**config.mk**
```make
export PLATFORM = sky130hd
export DESIGN_NAME = smb_bus_monitor
export DESIGN_NICKNAME = d
export VERILOG_FILES = /design/src/rtl/smb_mon_pkg.sv /design/src/rtl/smb_cfg_reg.sv /design/src/rtl/smb_line_watch.sv /design/src/rtl/smb_free_timer.sv /design/src/rtl/smb_bus_monitor.sv
export SDC_FILE = /design/constraint.sdc
export NUM_CORES = 1
export LEC_CHECK = 0
export BUFFER_PORTS_ARGS = -buffer_cell sky130_fd_sc_hd__clkbuf_2
export CORE_MARGIN = 1.5
export CORE_UTILIZATION = 49
export CTS_CLUSTER_DIAMETER = 150
export CTS_CLUSTER_SIZE = 24
export DETAILED_ROUTE_END_ITERATION = 8
export GPL_TIMING_DRIVEN = 0
export PLACE_DENSITY = 0.9
export RECOVER_POWER = 100
export SLEW_MARGIN = 10
export SYNTH_ARGS = -nofsm -noshare
export SYNTH_HDL_FRONTEND = slang
export SYNTH_SLANG_ARGS = --single-unit
```
**constraint.sdc**
```tcl
create_clock -name clk -period 2.75 [get_ports clk]
set_clock_uncertainty 0.05 [all_clocks]
set_input_delay 0.1375 -clock clk [delete_from_list [all_inputs] [get_ports clk]]
set_output_delay 0.1375 -clock clk [all_outputs]
set_load 0.005 [all_outputs]
```
**src/rtl/smb_mon_pkg.sv**
```systemverilog
package smb_mon_pkg;

    localparam int unsigned CFG_W = 8;
    localparam int unsigned N_SRC = 4;

    typedef enum logic [1:0] {
        SRC_T0  = 2'b00,
        SRC_T1  = 2'b01,
        SRC_T2H = 2'b10,
        SRC_T2L = 2'b11
    } clk_src_e;

    typedef struct packed {
        logic     enable;
        logic     inhibit;
        logic     ext_hold;
        logic     scl_to_en;
        logic     free_to_en;
        logic     rsvd;
        clk_src_e src;
    } cfg_t;

    function automatic logic is_start(input logic scl_now, input logic scl_prev,
                                      input logic sda_now, input logic sda_prev);
        return scl_now & scl_prev & sda_prev & ~sda_now;
    endfunction

    function automatic logic is_stop(input logic scl_now, input logic scl_prev,
                                     input logic sda_now, input logic sda_prev);
        return scl_now & scl_prev & ~sda_prev & sda_now;
    endfunction

endpackage

```
**src/rtl/smb_cfg_reg.sv**
```systemverilog
module smb_cfg_reg
    import smb_mon_pkg::*;
(
    input  logic             clk,
    input  logic             rst,
    input  logic             we,
    input  logic [CFG_W-1:0] wdata,
    output cfg_t             cfg_q
);
    cfg_t next_cfg;

    always_comb begin
        next_cfg      = cfg_t'(wdata);
        next_cfg.rsvd = 1'b0;
    end

    always_ff @(posedge clk) begin
        if (rst) begin
            cfg_q <= '0;
        end else if (we) begin
            cfg_q <= next_cfg;
        end
    end
endmodule

```
**src/rtl/smb_line_watch.sv**
```systemverilog
module smb_line_watch
    import smb_mon_pkg::*;
(
    input  logic clk,
    input  logic rst,
    input  logic en,
    input  logic scl,
    input  logic sda,
    output logic start_evt,
    output logic stop_evt,
    output logic lines_high
);
    logic scl_prev;
    logic sda_prev;

    always_ff @(posedge clk) begin
        if (rst) begin
            scl_prev <= 1'b1;
            sda_prev <= 1'b1;
        end else begin
            scl_prev <= scl;
            sda_prev <= sda;
        end
    end

    assign start_evt  = en & is_start(scl, scl_prev, sda, sda_prev);
    assign stop_evt   = en & is_stop(scl, scl_prev, sda, sda_prev);
    assign lines_high = scl & sda;
endmodule

```
**src/rtl/smb_free_timer.sv**
```systemverilog
module smb_free_timer
    import smb_mon_pkg::*;
#(
    parameter int unsigned FREE_LIMIT = 10
) (
    input  logic             clk,
    input  logic             rst,
    input  logic             run,
    input  clk_src_e         src,
    input  logic [N_SRC-1:0] ovf,
    input  logic             lines_high,
    output logic             free_evt,
    output logic [$clog2(FREE_LIMIT+2)-1:0] cnt
);
    localparam int unsigned CW = $clog2(FREE_LIMIT + 2);
    localparam logic [CW-1:0] CNT_TOP = CW'(FREE_LIMIT + 1);

    logic [N_SRC-1:0] picked;
    logic             tick;

    for (genvar i = 0; i < N_SRC; i++) begin : g_pick
        assign picked[i] = ovf[i] & (src == clk_src_e'(i));
    end

    assign tick     = |picked;
    assign free_evt = run & lines_high & tick & (cnt == CNT_TOP - 1'b1);

    always_ff @(posedge clk) begin
        if (rst || !run || !lines_high) begin
            cnt <= '0;
        end else if (tick && cnt != CNT_TOP) begin
            cnt <= cnt + 1'b1;
        end
    end
endmodule

```
**src/rtl/smb_bus_monitor.sv**
```systemverilog
module smb_bus_monitor
    import smb_mon_pkg::*;
#(
    parameter int unsigned FREE_LIMIT = 10
) (
    input  logic             clk,
    input  logic             rst,
    input  logic             cfg_we,
    input  logic [CFG_W-1:0] cfg_wdata,
    input  logic             scl_in,
    input  logic             sda_in,
    input  logic [N_SRC-1:0] ovf_src,
    input  logic             split_mode,
    input  logic             slv_event,
    input  logic             mst_event,
    output logic             busy,
    output logic             tmr_reload_hi,
    output logic             tmr_reload_lo,
    output logic             tmr_count_en,
    output logic             slv_irq,
    output logic             mst_irq,
    output logic             ext_hold
);
    localparam int unsigned CW = $clog2(FREE_LIMIT + 2);

    cfg_t          cfg_q;
    logic          start_evt;
    logic          stop_evt;
    logic          lines_high;
    logic          free_evt;
    logic [CW-1:0] free_cnt;
    logic          watch_on;

    smb_cfg_reg u_cfg (
        .clk   (clk),
        .rst   (rst),
        .we    (cfg_we),
        .wdata (cfg_wdata),
        .cfg_q (cfg_q)
    );

    smb_line_watch u_watch (
        .clk        (clk),
        .rst        (rst),
        .en         (cfg_q.enable),
        .scl        (scl_in),
        .sda        (sda_in),
        .start_evt  (start_evt),
        .stop_evt   (stop_evt),
        .lines_high (lines_high)
    );

    smb_free_timer #(.FREE_LIMIT(FREE_LIMIT)) u_free (
        .clk        (clk),
        .rst        (rst),
        .run        (cfg_q.enable & cfg_q.free_to_en),
        .src        (cfg_q.src),
        .ovf        (ovf_src),
        .lines_high (lines_high),
        .free_evt   (free_evt),
        .cnt        (free_cnt)
    );

    always_ff @(posedge clk) begin
        if (rst || !cfg_q.enable) begin
            busy <= 1'b0;
        end else if (start_evt) begin
            busy <= 1'b1;
        end else if (stop_evt || free_evt) begin
            busy <= 1'b0;
        end
    end

    assign watch_on      = cfg_q.enable & cfg_q.scl_to_en;
    assign tmr_reload_hi = watch_on & scl_in;
    assign tmr_reload_lo = watch_on & scl_in & ~split_mode;
    assign tmr_count_en  = watch_on & ~scl_in;
    assign slv_irq       = cfg_q.enable & ~cfg_q.inhibit & slv_event;
    assign mst_irq       = cfg_q.enable & mst_event;
    assign ext_hold      = cfg_q.ext_hold;
endmodule

```
# Word-level counts from Yosys, hierarchy flattened
# Cells that the tools add are included.
[word_totals]
register_bits = 14
input_bits = 20
output_inout_bits = 7
elab_cells = 57
[op_classes]
add_sub_neg = 1
n_eq_ne = 5
muxes = 2
bitwise_logic = 28
reduce_logical = 11
[ops]
columns = ["operator", "count"]
rows = [
  ["$and 1x1->1", 23],
  ["$not 1->1", 5],
  ["$add 4x1->4 const B", 1],
  ["$eq 2x2->1 const B", 2],
  ["$eq 4x4->1 const B", 1],
  ["$logic_or 1x1->1", 4],
  ["$ne 4x4->1 const B", 1],
  ["$reduce_or 4->1", 1],
  ["$logic_not 1->1", 3],
  ["$eq 2x1->1 const B", 1],
  ["$logic_not 2->1", 1],
  ["$mux 1", 2],
  ["$reduce_bool 2->1", 1],
  ["$logic_and 1x1->1", 1],
]

# Logic depth before layout (Yosys ltp)
[depth]
word_depth = 8
mapped_depth = 4
depth_no_buf = 4

# Cells and area by module
# Synthesis repeated with hierarchy kept, for this count alone.
[unflattened]
hier_cells = 71
area_unflattened_um2 = 694.4
[modules_own_cells]
columns = ["module", "instances", "cells_per_inst", "area_per_inst_um2", "seq_area_each_um2"]
rows = [
  ["smb_cfg_reg", 1, 24, 259.0, 140.1],
  ["smb_free_timer", 1, 28, 256.5, 80.1],
  ["smb_line_watch", 1, 8, 95.1, 40.0],
  ["smb_bus_monitor", 1, 11, 83.8, 20.0],
]

# Worst setup path before layout
# No wires, ideal clock.
[synth_timing]
path_kind = "register to register"
startpoint = "register u_cfg.cfg_q[0] (netlist name)"
endpoint = "register u_free.cnt[2]"
setup_ps = 115
arrival_ps = 1218
required_time_ps = 2585
path_slack_ps = 1368
stages_incl_launch_ff = 4
n_path_buf = 0
synth_period_minus_slack_ps = 1382
path_cell_list = "dfxtp_1 > mux4_2 > and3_1 > o21ba_1"
[synth_between]
elab_chain_cells = 4
elab_cells_between_ends = 10
classes_between = "eq/ne: 3; bitwise: 4; reduce/logical: 3"
[synth_rtl]
columns = ["item", "line", "source"]
rows = [
  ["$eq 2x1->1 (tied with other cells)", "smb_free_timer.sv:22", "assign picked[i] = ovf[i] & (src == clk_src_e'(i));"],
  ["$and 1x1->1", "smb_free_timer.sv:22", ""],
  ["$reduce_or 4->1 (*)", "smb_free_timer.sv:25", "assign tick = |picked;"],
  ["$logic_and 1x1->1 (*)", "smb_free_timer.sv:31", "end else if (tick && cnt != CNT_TOP) begin"],
  ["to (signal assigned)", "smb_free_timer.sv:32", "cnt <= cnt + 1'b1;"],
  ["to (decl)", "smb_free_timer.sv:13", "output logic [$clog2(FREE_LIMIT+2)-1:0] cnt"],
]
# Mark *: on every way between the ends. The rest lies on a longest branch, timed or not.
# A chain may end at the register's enable or synchronous reset.

# Worst setup path in the final report
[layout_timing]
startpoint = "register u_cfg.cfg_q[0] (netlist name)"
endpoint = "register u_free.cnt[1]"
[layout_between]
elab_chain_cells = 4
elab_cells_between_ends = 10
classes_between = "eq/ne: 3; bitwise: 4; reduce/logical: 3"
[layout_rtl]
columns = ["item", "line"]
rows = [
  ["$eq 2x1->1 (tied with other cells)", "smb_free_timer.sv:22"],
  ["$and 1x1->1", "smb_free_timer.sv:22"],
  ["$reduce_or 4->1 (*)", "smb_free_timer.sv:25"],
  ["$logic_and 1x1->1 (*)", "smb_free_timer.sv:31"],
]
# Marked as above.

==> results.ini <==
[run_status]
outcome=finished, final reports clean

[clocking]
cts_resized=0
cts-hold-fix-buffers=0
clock_sinks=14
cts_buffers=3
cts_tree=yes
clk_pin_slew_ns=0.08
postCtsSetupRepairBufs=0
insertion_delay_ns=0.28
cts_max_path_buffers=2
root_buffer=clkbuf_4
cts_htree_levels=1

[detailed_routing]
route.detailed.drc=0
dr.pass1.iters=4
drt_wl_total_um=1280
wl_per_cell_um=11.5
num_vias=588
drt_iter0_markers=9
ant_nets=0
viasPerCell=5.30

[timing]
drv_slew=0
worstMarginPinSlew_ns=0.485
finalCriticalPeriod_ns=1.48
finalCritPeriodShare_pct=53.9
finalSetupViolCount=0
setup_ws_ns=1.27
hold_viol=0
clock.fmax_mhz=674
rsz0062_at_grt=no
hold_ws_ns=0.0163
slew-limit-headroom_pct=67.7
fin_tns_setup_ns=0

[yosys]
async_flop_share_pct=0
synth_edf_count=0
syn_area_sq_um=668
syn_area_per_cell_sq_um=9.54
postSynthCellCount=70
synthDistinctLibCells=24
synth_compound_area_share_pct=10.1
synthMuxAreaShare_pct=16.9
synth_seq_cells=14
synth-seq-area-share_pct=41.9
synth-simple-area-share_pct=24.0
synth_nets=92
ys_warn_count=0
ys.flop_type=dfxtp_1
synthXorXnorAreaFrac_pct=0
synthAdderAreaFrac_pct=3.75
synth_top_family_by_area=simple AND/OR/NAND/NOR gates

[critical_path]
critPathRequiredTime_ns=2.90
arrival_ns=1.64
crit_path_end_kind=flop
crit_path_start_kind=flop
worstPathMaxFanout=6
path_class=flop to flop

[pwr]
clkPwrFrac_pct=30.0
switching_power_mw=0.0854
vdd_drop_max_v=0.000256
powerDensity_nw_per_um2=457
p_seq_share_pct=58.3
p_int_mw=0.285
combinationalPowerShare_pct=11.7
finalPower_mw=0.370
leakage_nw=0.407
switching_share_pct=23.1

[place]
gp_congestion=0.770
placed_area_sq_um=802
place_ws_ns=1.31
hpwlAfterDp_um=994
io_buffers=23
placed_cells=108

[cells_and_area]
fin_area_sq_um=811
postLayoutCoreUtil_pct=63.1
nets=120
stdcell_count=111
antenna_cells=0
drive_gt1_share_pct=30.2
areaGrowthSynthToFinish_pct=21.3

[grt]
grt_pass1_vias=548
antenna_found_initial=0
overflow=0
grt_pass1_wl_um=2100
grt_max_degree=11
groute.usage.overall_pct=20.7

[die]
dieHeight_um=39.9
die_x_um=39.9
io_pins=27
dieArea_sq_um=1590
coreArea_sq_um=1280
start_util_pct=52.0
core.rowCount=13

[run]
cap_viol_max_count=0

[min_path]
hp-class=primary input to flop

[cell usage in the layout, fill, tap and decap left out, drive strengths merged, types with 2 or more instances in the layout]
| cell | count |
|---|---|
| clkbuf | 29 |
| dfxtp | 14 |
| nor2 | 10 |
| mux2i | 9 |
| nand3 | 5 |
| and3 | 4 |
| nand2 | 4 |
| inv | 3 |
| or2 | 2 |
| a21boi | 2 |
| ha | 2 |
[power groups by stage]
stage	combinational, mW	clock (mW)	sequential (mW)
floorplan	0.0272	0	0.219
global placement	0.0436	0	0.220
detailed placement	0.0456	0	0.221
CTS	0.0456	0.120	0.216
global route	0.0481	0.128	0.217
finish	0.0432	0.111	0.216
[critical path, cell delays in order (launching register included)]
cell and delay (ns):
dfxtp_1 0.33, mux4_2 0.40, a21boi_0 0.40, mux2i_1 0.23
[metal layers]
layer	share of wire, %	GRT usage (%)	vias to the layer above	routed length [um]
li1	-	-	294	-
met1	41	20.9	272	524
met2	52	35.9	20	669
met3	4.8	6.82	2	61
met4	1.6	12.9	0	21
met5	0	0	-	0
[path summary, 6_finish.rpt]
check	start	endpoint	slack, ns	cells after the start
setup reg to reg	u_cfg.cfg_q[0]$_SDFFE_PP0P_	u_free.cnt[1]$_SDFFE_PP0P_	1.27	3
hold / removal	sda_in	busy$_SDFFE_PP0P_	0.02	2
hold reg to reg	u_cfg.cfg_q[3]$_SDFFE_PP0P_	u_cfg.cfg_q[3]$_SDFFE_PP0P_	0.45	2
setup / recovery	u_cfg.cfg_q[0]$_SDFFE_PP0P_	u_free.cnt[1]$_SDFFE_PP0P_	1.27	3
[sequential cells by signal, indices dropped and copies added (netlist names)]
name,flops
busy,1
u_cfg.cfg_q,7
u_free.cnt,4
u_watch.scl_prev,1
u_watch.sda_prev,1
[logic make-up after synthesis]
| group | count (synthesis) |
|---|---|
| AOI/OAI and AO/OA | 7 |
| adders and majority gates | 2 |
| buffers and inverters | 6 |
| DFF | 14 |
| muxes | 10 |
| and+or+nand+nor | 31 |
[cell type report]
class                   count  area, sq um
flip-flops and latches     14          280
repair buffers             23          113
clock buffers               3         22.5
multi-input cells          50          354
inverters                   3         11.3
plain buffers               3         11.3
well taps                  15         18.8
fillers                   117          474
[Yosys cell counts, types with 2 or more instances]
| library cell | instances | area share (%) |
|---|---|---|
| dfxtp_1 | 14 | 42 |
| mux2i_1 | 9 | 13 |
| clkbuf_1 | 3 | 1.7 |
| and3_1 | 4 | 3.7 |
| inv_1 | 3 | 1.7 |
| or2_2 | 2 | 1.9 |
| ha_1 | 2 | 3.7 |
| nand3_1 | 5 | 3.7 |
| nand2_1 | 4 | 2.2 |
| nor2_1 | 10 | 5.6 |
(Power assumes the default switching activity.)
